### src/rtl/cwf_pkg.sv
package cwf_pkg;

  typedef enum logic [1:0] {
    ST_IDLE  = 2'd0,
    ST_WDATA = 2'd1,
    ST_WACK  = 2'd2,
    ST_RDATA = 2'd3
  } cwf_state_e;

  localparam logic [1:0] SZ_ONE  = 2'b00;
  localparam logic [1:0] SZ_TWO  = 2'b01;

  // Low word-index bits that rotate inside the burst block.
  function automatic logic [1:0] size_mask(input logic [1:0] sz);
    logic [1:0] m;
    if (sz == SZ_ONE)      m = 2'b00;
    else if (sz == SZ_TWO) m = 2'b01;
    else                   m = 2'b11;
    return m;
  endfunction

endpackage

### src/rtl/cwf_beat_map.sv
module cwf_beat_map #(
  parameter int WIW = 4
) (
  input  logic [WIW-1:0] base_idx,
  input  logic [1:0]     crit,
  input  logic [1:0]     mask,
  input  logic [1:0]     beat,
  output logic [WIW-1:0] word_idx
);

  logic [1:0] off;

  always_comb begin
    off      = (crit + beat) & mask;
    word_idx = base_idx | WIW'(off);
  end

endmodule

### src/rtl/cwf_word_store.sv
module cwf_word_store #(
  parameter int WIW    = 4,
  parameter int DATA_W = 64
) (
  input  logic              clk,
  input  logic              we,
  input  logic [WIW-1:0]    waddr,
  input  logic [DATA_W-1:0] wdata,
  input  logic [WIW-1:0]    raddr,
  output logic [DATA_W-1:0] rdata
);

  localparam int DEPTH = 1 << WIW;

  logic [DATA_W-1:0] word_q [DEPTH];

  for (genvar g = 0; g < DEPTH; g++) begin : g_word
    logic hit;
    assign hit = we && (waddr == WIW'(g));
    always_ff @(posedge clk) begin
      if (hit) word_q[g] <= wdata;
    end
  end

  assign rdata = word_q[raddr];

endmodule

### src/rtl/cwf_ctrl.sv
module cwf_ctrl
  import cwf_pkg::*;
#(
  parameter int WIW  = 4,
  parameter int ID_W = 4
) (
  input  logic            clk,
  input  logic            rst_n,
  input  logic            req_valid,
  input  logic            req_write,
  input  logic [1:0]      req_size,
  input  logic [WIW-1:0]  req_widx,
  input  logic [ID_W-1:0] req_id,
  input  logic            wr_valid,
  input  logic            rsp_ready,
  output logic            req_ready,
  output logic            wr_ready,
  output logic            rsp_valid,
  output logic            rsp_last,
  output logic            rsp_is_load,
  output logic            mem_we,
  output logic [WIW-1:0]  cur_base,
  output logic [1:0]      cur_crit,
  output logic [1:0]      cur_mask,
  output logic [1:0]      cur_beat,
  output logic [ID_W-1:0] cur_id
);

  cwf_state_e state_q, state_d;
  logic [WIW-1:0]  base_q, base_d;
  logic [1:0]      crit_q, crit_d;
  logic [1:0]      mask_q, mask_d;
  logic [1:0]      beat_q, beat_d;
  logic [ID_W-1:0] id_q, id_d;
  logic            take_req, beat_en, at_last;

  // next-state logic
  always_comb begin
    state_d  = state_q;
    take_req = (state_q == ST_IDLE) && req_valid;
    at_last  = (beat_q == mask_q);
    beat_en  = 1'b0;
    mask_d   = size_mask(req_size);
    crit_d   = req_widx[1:0] & mask_d;
    base_d   = req_widx & ~WIW'(mask_d);
    id_d     = req_id;
    beat_d   = beat_q + 2'd1;
    case (state_q)
      ST_IDLE: begin
        if (req_valid) begin
          state_d = req_write ? ST_WDATA : ST_RDATA;
          beat_en = 1'b1;
          beat_d  = 2'd0;
        end
      end
      ST_WDATA: begin
        if (wr_valid) begin
          beat_en = 1'b1;
          if (at_last) state_d = ST_WACK;
        end
      end
      ST_WACK: begin
        if (rsp_ready) state_d = ST_IDLE;
      end
      ST_RDATA: begin
        if (rsp_ready) begin
          beat_en = 1'b1;
          if (at_last) state_d = ST_IDLE;
        end
      end
      default: state_d = ST_IDLE;
    endcase
  end

  // registers
  always_ff @(posedge clk or negedge rst_n) begin
    if (!rst_n) begin
      state_q <= ST_IDLE;
      base_q  <= '0;
      crit_q  <= '0;
      mask_q  <= '0;
      beat_q  <= '0;
      id_q    <= '0;
    end else begin
      state_q <= state_d;
      if (take_req) begin
        base_q <= base_d;
        crit_q <= crit_d;
        mask_q <= mask_d;
        id_q   <= id_d;
      end
      if (beat_en) beat_q <= beat_d;
    end
  end

  assign req_ready   = (state_q == ST_IDLE);
  assign wr_ready    = (state_q == ST_WDATA);
  assign rsp_is_load = (state_q == ST_RDATA);
  assign rsp_valid   = (state_q == ST_RDATA) || (state_q == ST_WACK);
  assign rsp_last    = (state_q == ST_WACK) || ((state_q == ST_RDATA) && at_last);
  assign mem_we      = (state_q == ST_WDATA) && wr_valid;
  assign cur_base    = base_q;
  assign cur_crit    = crit_q;
  assign cur_mask    = mask_q;
  assign cur_beat    = beat_q;
  assign cur_id      = id_q;

endmodule

### src/rtl/cwf_burst_target.sv
module cwf_burst_target #(
  parameter int ADDR_W = 7,
  parameter int ID_W   = 4,
  parameter int DATA_W = 64
) (
  input  logic              clk,
  input  logic              rst_n,
  input  logic              req_valid,
  output logic              req_ready,
  input  logic              req_write,
  input  logic [1:0]        req_size,
  input  logic [ADDR_W-1:0] req_addr,
  input  logic [ID_W-1:0]   req_id,
  input  logic              wr_valid,
  output logic              wr_ready,
  input  logic [DATA_W-1:0] wr_data,
  output logic              rsp_valid,
  input  logic              rsp_ready,
  output logic [DATA_W-1:0] rsp_data,
  output logic [ID_W-1:0]   rsp_id,
  output logic              rsp_last
);

  localparam int WIW = ADDR_W - 3;

  logic [WIW-1:0]    req_widx, cur_base, word_idx;
  logic [1:0]        cur_crit, cur_mask, cur_beat;
  logic              rsp_is_load, mem_we;
  logic [DATA_W-1:0] mem_rdata;

  assign req_widx = req_addr[ADDR_W-1:3];

  cwf_ctrl #(.WIW(WIW), .ID_W(ID_W)) u_ctrl (
    .clk        (clk),
    .rst_n      (rst_n),
    .req_valid  (req_valid),
    .req_write  (req_write),
    .req_size   (req_size),
    .req_widx   (req_widx),
    .req_id     (req_id),
    .wr_valid   (wr_valid),
    .rsp_ready  (rsp_ready),
    .req_ready  (req_ready),
    .wr_ready   (wr_ready),
    .rsp_valid  (rsp_valid),
    .rsp_last   (rsp_last),
    .rsp_is_load(rsp_is_load),
    .mem_we     (mem_we),
    .cur_base   (cur_base),
    .cur_crit   (cur_crit),
    .cur_mask   (cur_mask),
    .cur_beat   (cur_beat),
    .cur_id     (rsp_id)
  );

  cwf_beat_map #(.WIW(WIW)) u_map (
    .base_idx(cur_base),
    .crit    (cur_crit),
    .mask    (cur_mask),
    .beat    (cur_beat),
    .word_idx(word_idx)
  );

  cwf_word_store #(.WIW(WIW), .DATA_W(DATA_W)) u_store (
    .clk  (clk),
    .we   (mem_we),
    .waddr(word_idx),
    .wdata(wr_data),
    .raddr(word_idx),
    .rdata(mem_rdata)
  );

  assign rsp_data = rsp_is_load ? mem_rdata : '0;

endmodule

### config.mk
export PLATFORM = sky130hd
export DESIGN_NAME = cwf_burst_target
export DESIGN_NICKNAME = d
export VERILOG_FILES = /design/src/rtl/cwf_pkg.sv /design/src/rtl/cwf_beat_map.sv /design/src/rtl/cwf_word_store.sv /design/src/rtl/cwf_ctrl.sv /design/src/rtl/cwf_burst_target.sv
export SDC_FILE = /design/constraint.sdc
export NUM_CORES = 1
export LEC_CHECK = 0
export ABC_CLOCK_PERIOD_IN_PS = 5740
export BUFFER_PORTS_ARGS = -buffer_cell sky130_fd_sc_hd__buf_2
export CORE_MARGIN = 1.5
export CORE_UTILIZATION = 35
export DETAILED_ROUTE_END_ITERATION = 10
export PLACE_DENSITY = 0.5
export SKIP_LAST_GASP = 1
export SLEW_MARGIN = 20
export SYNTH_ARGS = -nofsm -noshare
export SYNTH_HDL_FRONTEND = slang
export SYNTH_SLANG_ARGS = --single-unit
export TNS_END_PERCENT = 20
### constraint.sdc
create_clock -name clk -period 5.74 [get_ports clk]
set_input_delay 1.148 -clock clk [delete_from_list [all_inputs] [get_ports clk]]
set_output_delay 1.148 -clock clk [all_outputs]
set_load 0.1 [all_outputs]
; After elaboration in Yosys (flattened, before gate mapping)
; Memory sizes are Yosys's and may differ from the RTL's.
; Index checks and enable logic that the tools add are counted.
[word_totals]
out_inout_bits = 72
memories = 1
word_cells = 174
input_bits = 83
reg_bits = 16
mem_bits_rw = 1024
[memory_table]
columns = name, words, word_bits, rd, rd_clocked_by_memory_dff, wr, line
row1 = u_store.word_q, 16, 64, 1, 0, 1, cwf_word_store.sv:15  ; logic [DATA_W-1:0] word_q [DEPTH];
[classes]
n_eq_ne = 26
muxes = 94
reduce_logical = 40
bitwise = 5
addsub = 2
[op_table]
columns = cell, n
row1 = two-way mux 64 bit, 16
row2 = OR reduction 64 bit, 15
row3 = two-way mux 4 bit, 15
row4 = two-way mux 1 bit, 50
row5 = "equality test 4 bit, second input constant", 8
row6 = two-way mux 2 bit, 11
row7 = logical AND 1 bit, 19
row8 = "equality test 4 x 3 -> 1 bit, second input constant", 4
row9 = "equality test 4 x 2 -> 1 bit, second input constant", 2
row10 = "!= test 2 bit, second input constant", 4
row11 = case mux 2 bit (4 select lines), 1
row12 = AND reduction 6 bit, 1
row13 = bitwise AND 2 bit, 2
row14 = bitwise AND 4 bit, 1
row15 = "equality test 2 x 1 -> 1 bit, second input constant", 2
row16 = "equality test 2 bit, second input constant", 2
row17 = "equality test 4 x 1 -> 1 bit, second input constant", 1
row18 = zero test 2 bit, 2
row19 = zero test 4 bit, 1
row20 = "!= test 2 x 1 -> 1 bit, second input constant", 2
row21 = inverter 2 -> 4 bit, 1
row22 = bitwise OR 4 x 2 -> 4 bit, 1
row23 = case mux 1 bit (3 select lines), 1
row24 = "adder 2 x 1 -> 2 bit, second input constant", 1
row25 = 3 further kinds, 4

; Longest topological paths before layout
; Gate-level depths: netlist of run 1.
[depth]
depth_word = 23
ltp_mapped = 11
mapped_depth_nobuf = 6

; Modules after synthesis
; A second synthesis of run 1 with hierarchy kept.
[unflattened]
hier_cells = 1741
hier_area_um2 = 39648.0
[by_module_without_submodules]
columns = module, n_inst, area_per_inst_um2, seq_area_each_um2, cells_per_inst
row1 = cwf_word_store, 1, 38300.5, 30749.5, 1583
row2 = cwf_ctrl, 1, 770.7, 400.4, 82
row3 = cwf_burst_target, 1, 510.5, 0.0, 70
row4 = cwf_beat_map, 1, 66.3, 0.0, 6

; Worst setup path after synthesis of run 1
; No wires, ideal clock.
[synth_path]
path_type = register -> register
from = register u_ctrl.state_q[0]
to = memory u_store.word_q[0][0] (enable)
n_path_buf = 1
synth_period_minus_slack_ps = 5685
setup_ps = 486
stages_incl_launch_ff = 7
setup_slack_ps = 55
arrival_time_ps = 5198
path_cell_list = dfrtp_1 > clkbuf_1 > nor2b_1 > nand2_1 > nor2_1 > nand2_1 > nor2_1
[synth_lines]
columns = element, line
row1 = "start, declared", cwf_ctrl.sv:29  ; cwf_state_e state_q, state_d;
row2 = "start signal, assigned", cwf_ctrl.sv:85  ; state_q <= state_d;
row3 = equality test 2 x 1 -> 1 bit, n/a
row4 = net wr_ready, cwf_burst_target.sv:15  ; output logic wr_ready,
row5 = logical AND 1 bit, cwf_ctrl.sv:101  ; assign mem_we = (state_q == ST_WDATA) && wr_valid;
row6 = logical AND 1 bit, cwf_word_store.sv:19  ; assign hit = we && (waddr == WIW'(g));
row7 = net u_store.g_word[0].hit, cwf_word_store.sv:18  ; logic hit;
row8 = two-way mux 1 bit, cwf_word_store.sv:21  ; if (hit) word_q[g] <= wdata;
row9 = two-way mux 1 bit (implied by the code), cwf_word_store.sv:21
row10 = two-way mux 1 bit (no source line) (15 in series), n/a
row11 = "end, declared", cwf_word_store.sv:15
; The timed path passes the listed nets, and every way through them passes these cells.

; Worst setup path after layout of run 1
[layout_path]
from = register u_ctrl.beat_q[0] (netlist: u_ctrl.cur_beat[0])
to = output rsp_data[46]
[layout_between]
elab_chain_cells = 5
[layout_lines]
columns = element, line
row1 = "start, declared", cwf_ctrl.sv:33  ; logic [1:0] beat_q, beat_d;
row2 = "start signal, assigned", cwf_ctrl.sv:92  ; if (beat_en) beat_q <= beat_d;
row3 = adder 2 bit, cwf_beat_map.sv:14  ; off = (crit + beat) & mask;
row4 = bitwise AND 2 bit, cwf_beat_map.sv:14
row5 = bitwise OR 4 x 2 -> 4 bit, cwf_beat_map.sv:15  ; word_idx = base_idx | WIW'(off);
row6 = memory (16 x 64 bit), n/a
row7 = two-way mux 64 bit, cwf_burst_target.sv:73  ; assign rsp_data = rsp_is_load ? mem_rdata : '0;
row8 = "end, declared", cwf_burst_target.sv:19  ; output logic [DATA_W-1:0] rsp_data,
; No other way between the ends.

==> qor.yml, run 1 <==
grt_max_degree: 128
ys_types: 32
grt_overflow_total: 0
synth_top_area_cell: "edfxtp_1"
routed-wl-met2_mm: 51.3
startpoint_type: "register"
post-cts-setup-buffers: 0
power_density_nw_per_um2: 565
htreeDepth: 3
ys_top_cells_by_area: "edfxtp_1, mux4_2, nand2_1"
grt_antenna_before_repair: 15
synth_common_cells: "edfxtp_1, nand2_1, mux4_2"
areaGrowthSynthToFinish_pct: 16.5
fin_crit_sh_pct: 93.1
cap_violations: 0
rrSetupSlack_ns: 1.91
wl_met3_mm: 4.60
grt_pass1_wl_mm: 146
cts_resized: 0
ant_nets: 0
ys_ff_latch: 1040
cts-buffers-inserted: 112
vias: 20300
slew_violations: 0
rr_startpoint: "u_ctrl.cur_beat[0]$_DFFE_PN0P_"
highest_layer: "met5"
cts_tree: "yes"
clk_latency_ns: 0.68
cp-startpoint: "u_ctrl.cur_beat[0]$_DFFE_PN0P_"
die_y_microns: 340
die_w_microns: 340
clockBufferDepth: 3
yosys_warnings: 0
pwr-share-clk_pct: 27.1
layout.nets: 2368
numClockSinks: 1040
syn_area_sq_um: 39700
std_cell_rows: 123
slew_headroom_pct: 30.8
floorplan.initialDensity_pct: 35.3
internal_power_mw: 16.5
rr_worst_depth: 6
holdWs_ns: 0.380
core_area_sq_um: 112000
drc: 0
cp_max_fo: 52
synth_edf_count: 1024
vias_per_cell: 5.24
finalClockSkew_ns: 0.0247
synth.avg_cell_area_sq_um: 19.1
wl_met1_mm: 42.8
syn-num-nets: 2166
hold_buffers: 0
dp_hpwl_mm: 52.1
pin_count: 155
synthesis.instances: 2082
power_frac_comb_pct: 38.5
synth_top_area_share_pct: 77.4
clk_pin_slew_ns: 0.06
setup_viol: 0
cts-root-buf: "clkbuf_16"
seqPwrFrac_pct: 34.4
cp.required_ns: 4.59
postSynth.asyncResetShare_pct: 1.54
p_sw_mw: 9.66
rsz0062_at_grt: "false"
drt_pass1_iterations: 5
swShare_pct: 37.0
grt_usage_pct: 17.4
end_kind: "output pin"
reg2reg_to: "u_store.word_q[2][12]$_DFFE_PP_"
first_global_vias: 21400
status: "finished, final reports clean"
drtIter0Drc: 1563
routed_wl_mm: 101
synth.most_common_cell: "edfxtp_1"
hold_viol: 0
wire_per_inst_microns: 26.0
leakagePower_nw: 14.6
port_buffers: 151
setup-tns-final_ns: 0
ir_drop_v: 0.000541
critPathKind: "reg -> out"
synth_seq_area_share_pct: 78.4
cp.arrival_ns: 4.20
fmax_mhz: 187
gp_congestion: 0.708
synthFlopType: "edfxtp_1"
fillers: 9893
layout-drive-gt1-share_pct: 25.4
die_area_sq_um: 116000
hold_class: "in -> async"
min_period_ns: 5.35
worst_pin_slew_ns: 1.04
## worst max path at each step
stage | to | slack [ns] | cells after the start
2_1_floorplan | u_store.word_q[0][0]$_DFFE_PP_ | 0.06 | 6
3_3_place_gp | rsp_data[27] | 1.07 | 9
3_5_place_dp | rsp_data[46] | 1.02 | 7
4_1_cts | rsp_data[46] | 0.25 | 7
5_1_grt | rsp_data[46] | 0.16 | 7
6_report | rsp_data[46] | 0.39 | 8
## layout by cell type, fill, tap and decap left out, types with 2 or more instances in the layout
cell type  instances
xor2_1             4
nor3_1            63
inv_6              2
o21ai_0            7
clkinv_2          20
dfrtp_1           16
nor2_4            17
edfxtp_1        1024
a21o_4             2
buf_4             46
clkbuf_1          26
nor2_1            70
nand4_1          126
clkbuf_16        114
a21oi_1            3
a21oi_4            2
bufinv_16         14
buf_12            24
buf_2            151
diode_2            2
o22ai_1           64
mux4_2           192
mux2i_1            3
clkinv_1          24
nand3_1           64
nand2_1          268
nand2b_4           2
mux2_2             8
## registers in the layout (all words and copies together) (netlist names)
register / flops
u_ctrl.cur_base: 4
u_ctrl.cur_beat: 2
u_ctrl.cur_crit: 2
u_ctrl.cur_id: 4
u_ctrl.cur_mask: 2
u_ctrl.state_q: 2
u_store.word_q: 1024
## layer usage
metal | track usage (%) | vias up
li1 | - | 8819
met1 | 22.6 | 10800
met2 | 30.2 | 495
met3 | 2.97 | 153
met4 | 4.36 | 10
met5 | 0 | -
## power groups by stage
stage	clock network, mW	logic, mW	registers, mW
after detailed placement	0	10.3	9.15
after CTS	7.26	10.3	8.99
final	7.10	10.1	8.99
after floorplan	0	7.44	9.22
after global routing	7.51	10.8	9.03
after global placement	0	10.2	9.12
## cell type report
class                   count  area, sq um  share of cell area [%]
inverters                   1         3.75                 0.00811
clock buffers             140         2950                    6.38
flip-flops and latches   1040        31100                    67.3
clock inverters            64          672                    1.45
multi-input cells         908         8030                    17.4
well taps                1500         1880                    4.06
repair buffers            221         1580                    3.42
diodes                      2         5.00                  0.0108
## metrics by stage
stage	power [mW]	util, %	cell area (sq um)	setup slack, ns	cells
floorplan	16.7	-	39700	0.0551	2082
global placement	19.3	37.9	42600	1.07	3670
detailed placement	19.4	37.9	42600	1.02	3670
CTS	26.5	41.1	46300	0.252	3874
global route	27.3	41.1	46300	0.162	3874
finish	26.1	41.1	46300	0.393	3876
## cell families (layout without fill, tap and decap cells)
group,count (synthesis),after routing,synth area share [%]
flops,1040,1040,78.4
simple gates,618,618,7.09
mux,203,203,11.2
buf+inv,134,426,1.83
compound gates,81,81,1.27
xor+xnor,5,5,0.148
fa+ha+maj,1,1,0.0315
other cells,0,2,0
## critical path, cell delays in order, from the launching register on
cell and delay, ns:
dfrtp_1 0.43, ha_1 0.21, xor3_1 0.29, a21o_4 0.72
buf_12 0.30, mux4_2 0.23, o22ai_1 0.09, nor3_1 0.65
buf_2 0.55
No activity file was read; power rests on OpenSTA's default activity.
==> run 2: changes to the inputs <==
- ABC_CLOCK_PERIOD_IN_PS: 5740 -> 6910
- CORE_UTILIZATION: 35 -> 65
- PLACE_DENSITY: 0.5 -> 0.83
- RECOVER_POWER: not set -> 25
- clock period: 5.74 -> 6.91 ns (I/O delays scaled with it)
==> run 2 against run 1 <==
  * Total power decreased by 20%
  * Via count up 6.7%
  * Core utilization is 33 points higher
  * Critical endpoint is now rsp_data[61]
  * Sequential power fell by 17%
  * Hold slack improved by 0.13 ns
  * Clock skew rose by 0.0034 ns
  * Final area shrank 3.6%
  * Cell count decreased by 19%
  * Register-to-register slack gained 0.39 ns
  * Die area fell by 46%
==> qor.yml, run 2 (synthesis results as in run 1) <==
startpoint_type: "register"  # unchanged
hold_viol: 0  # unchanged
post_dp_cell_area_sq_um: 41400  # was 42,600 sq um
fin_crit_sh_pct: 82.2
grt_overflow_total: 0  # unchanged
fillers: 3154  # was 9,893
htreeDepth: 3  # unchanged
clockBufferDepth: 3  # unchanged
critPathKind: "reg -> out"  # unchanged
slew_headroom_pct: 23.7  # was 30.8%
cts_resized: 0  # unchanged
fmax_mhz: 176
cts-buffers-inserted: 98  # was 112
setup-tns-final_ns: 0  # unchanged
worstPathCellList: "ha_1 > xor3_1 > a21o_4 > buf_12 > mux4_2 > o22ai_1 > nor3_1 > buf_2"  # unchanged
cp.arrival_ns: 4.30  # was 4.20 ns
numClockSinks: 1040  # unchanged
max_stage_delay_ns: 0.73  # was 0.72 ns
core_area_sq_um: 60400  # was 112,000 sq um
path_depth: 8  # unchanged
rr_startpoint: "u_ctrl.cur_beat[0]$_DFFE_PN0P_"  # unchanged
seqCellArea_sq_um: 31100  # unchanged
dp_hpwl_mm: 45.8  # was 52.1 mm
grt_usage_pct: 30.5  # was 17.4%
die_w_microns: 250  # was 340 microns
layout_commonest_cell: "edfxtp_1"  # unchanged
clk_latency_ns: 0.65  # was 0.68 ns
leakagePower_nw: 14.2  # was 14.6 nW
largest_reg_flops: 1024  # unchanged
regMostFlops: "u_store.word_q"  # unchanged
routed_wl_mm: 94.0  # was 101 mm
cp.required_ns: 5.53  # was 4.59 ns
post-cts-setup-buffers: 0  # unchanged
port_buffers: 151  # unchanged
reg2reg_to: "u_store.word_q[3][47]$_DFFE_PP_"  # was u_store.word_q[2][12]$_DFFE_PP_
status: "finished, final reports clean"  # unchanged
layout.nets: 2337  # was 2,368
crit_path_end: "rsp_data[61]"  # was rsp_data[46]
vias_per_cell: 6.94  # was 5.24
grt_max_degree: 93  # was 128
layout_common_cells: "edfxtp_1, nand2_1, mux4_2"  # unchanged
die_y_microns: 250  # was 340 microns
cts_tree: "yes"  # unchanged
cts-root-buf: "clkbuf_16"  # unchanged
crit_buf_inv: 2  # unchanged
grt_antenna_before_repair: 8  # was 15
design_area_sq_um: 44600  # was 46,300 sq um
min_period_ns: 5.68
wire_per_inst_microns: 30.1  # was 26.0 microns
cp_max_fo: 60  # was 52
cpMaxStageDelayCell: "a21o_4"  # unchanged
finalClockSkew_ns: 0.0281  # was 0.0247 ns
first_global_vias: 22200  # was 21.4k
drc: 0  # unchanged
die_area_sq_um: 62600  # was 116,000 sq um
setup_viol: 0  # unchanged
ir_drop_v: 0.000429  # was 0.000541 V
cap_violations: 0  # unchanged
gp_congestion: 0.757  # was 0.708
worst_pin_slew_ns: 1.14  # was 1.04 ns
rsz0062_at_grt: "false"  # unchanged
end_kind: "output pin"  # unchanged
clk_pin_slew_ns: 0.06  # about the same
multi_input_area_sq_um: 8030  # about the same
grt_pass1_wl_mm: 139  # was 146 mm
ant_nets: 0  # unchanged
power_density_nw_per_um2: 468  # was 565 nW/um^2
cp-startpoint: "u_ctrl.cur_beat[0]$_DFFE_PN0P_"  # unchanged
std_cell_rows: 90  # was 123
layout-drive-gt1-share_pct: 22.4  # was 25.4%
rr_worst_depth: 7  # was 6
vias: 21700  # was 20.3k
drt_pass1_iterations: 8  # was 5
floorplan.initialDensity_pct: 65.8  # was 35.3%
pin_count: 155  # unchanged
slew_violations: 0  # unchanged
areaGrowthSynthToFinish_pct: 12.3  # was 16.5%
hold_buffers: 0  # unchanged
rrSetupSlack_ns: 2.30  # was 1.91 ns
cp_top_family: "buffers and inverters"  # unchanged
power.total_mw: 20.9  # was 26.1 mW
drtIter0Drc: 2882  # was 1,563
hold_class: "reg -> reg"  # was in -> async
==> run 2: cell count changes in the layout (fill, tap and decap cells not counted), moves of 2 or more <==
cell,previous run,this run
buf_2,151,106
clkbuf_1,26,65
buf_12,24,8
clkbuf_16,114,100
diode_2,2,10
buf_4,46,42
buf_16,0,3
bufinv_16,14,11
clkinv_2,20,17
clkinvlp_4,1,3
==> run 2: worst min-delay path by stage <==
| stage | from | to | slack [ns] | cells past startpoint |
|---|---|---|---|---|
| final | u_ctrl.cur_crit[0]$_DFFE_PN0P_ | u_ctrl.cur_crit[0]$_DFFE_PN0P_ | 0.51 | 2 |
| after global routing | u_ctrl.cur_id[2]$_DFFE_PN0P_ | u_ctrl.cur_id[2]$_DFFE_PN0P_ | 0.53 | 1 |
| after CTS | u_ctrl.cur_crit[0]$_DFFE_PN0P_ | u_ctrl.cur_crit[0]$_DFFE_PN0P_ | 0.51 | 2 |
| after detailed placement | u_ctrl.cur_crit[1]$_DFFE_PN0P_ | u_ctrl.cur_crit[1]$_DFFE_PN0P_ | 0.48 | 2 |
| after global placement | u_ctrl.cur_crit[1]$_DFFE_PN0P_ | u_ctrl.cur_crit[1]$_DFFE_PN0P_ | 0.47 | 2 |
| after floorplan | u_ctrl.cur_crit[1]$_DFFE_PN0P_ | u_ctrl.cur_crit[1]$_DFFE_PN0P_ | 0.45 | 2 |
==> run 2: cell type report <==
| class | instances | area share [%] |
|---|---|---|
| sequential | 1040 | 69.8 |
| clock inverter | 60 | 1.33 |
| inverter | 1 | 0.00841 |
| tap | 782 | 2.19 |
| antenna | 10 | 0.0561 |
| clock buffer | 120 | 5.78 |
| timing repair buffer | 204 | 2.82 |
| multi-input combinational | 908 | 18.0 |
==> run 2: worst min-delay path, stage by stage (launching register included) <==
cell     delay, ns
dfrtp_1       0.35
nand2_1       0.06
o21ai_0       0.06
==> run 2: through the flow <==
stage               cells  hold WS (ns)  worst slack, ns  util (%)
floorplan            2082         0.452             1.23         -
global placement     2932         0.469             2.00      68.6
detailed placement   2934         0.483             1.96      68.7
CTS                  3114         0.508             1.22      73.9
global route         3122         0.534             1.05      73.9
finish               3125         0.509             1.23      73.9
==> run 2: where the power goes <==
| part | total (mW) | leakage, nW | internal, mW | switching, mW |
|---|---|---|---|---|
| Combinational | 8.03 | 3.19 | 2.62 | 5.41 |
| Sequential | 7.49 | 9.41 | 7.34 | 0.153 |
| Clock | 5.34 | 1.55 | 3.07 | 2.28 |
| Total | 20.9 | 14.2 | 13.0 | 7.84 |
==> run 2: routing by layer <==
layer | track usage, % | vias up | wire [microns]
li1 | - | 8747 | -
met1 | 39.6 | 11000 | 32900
met2 | 50.5 | 1588 | 47600
met3 | 6.33 | 291 | 9640
met4 | 14.1 | 2 | 3870
met5 | 0 | - | 13
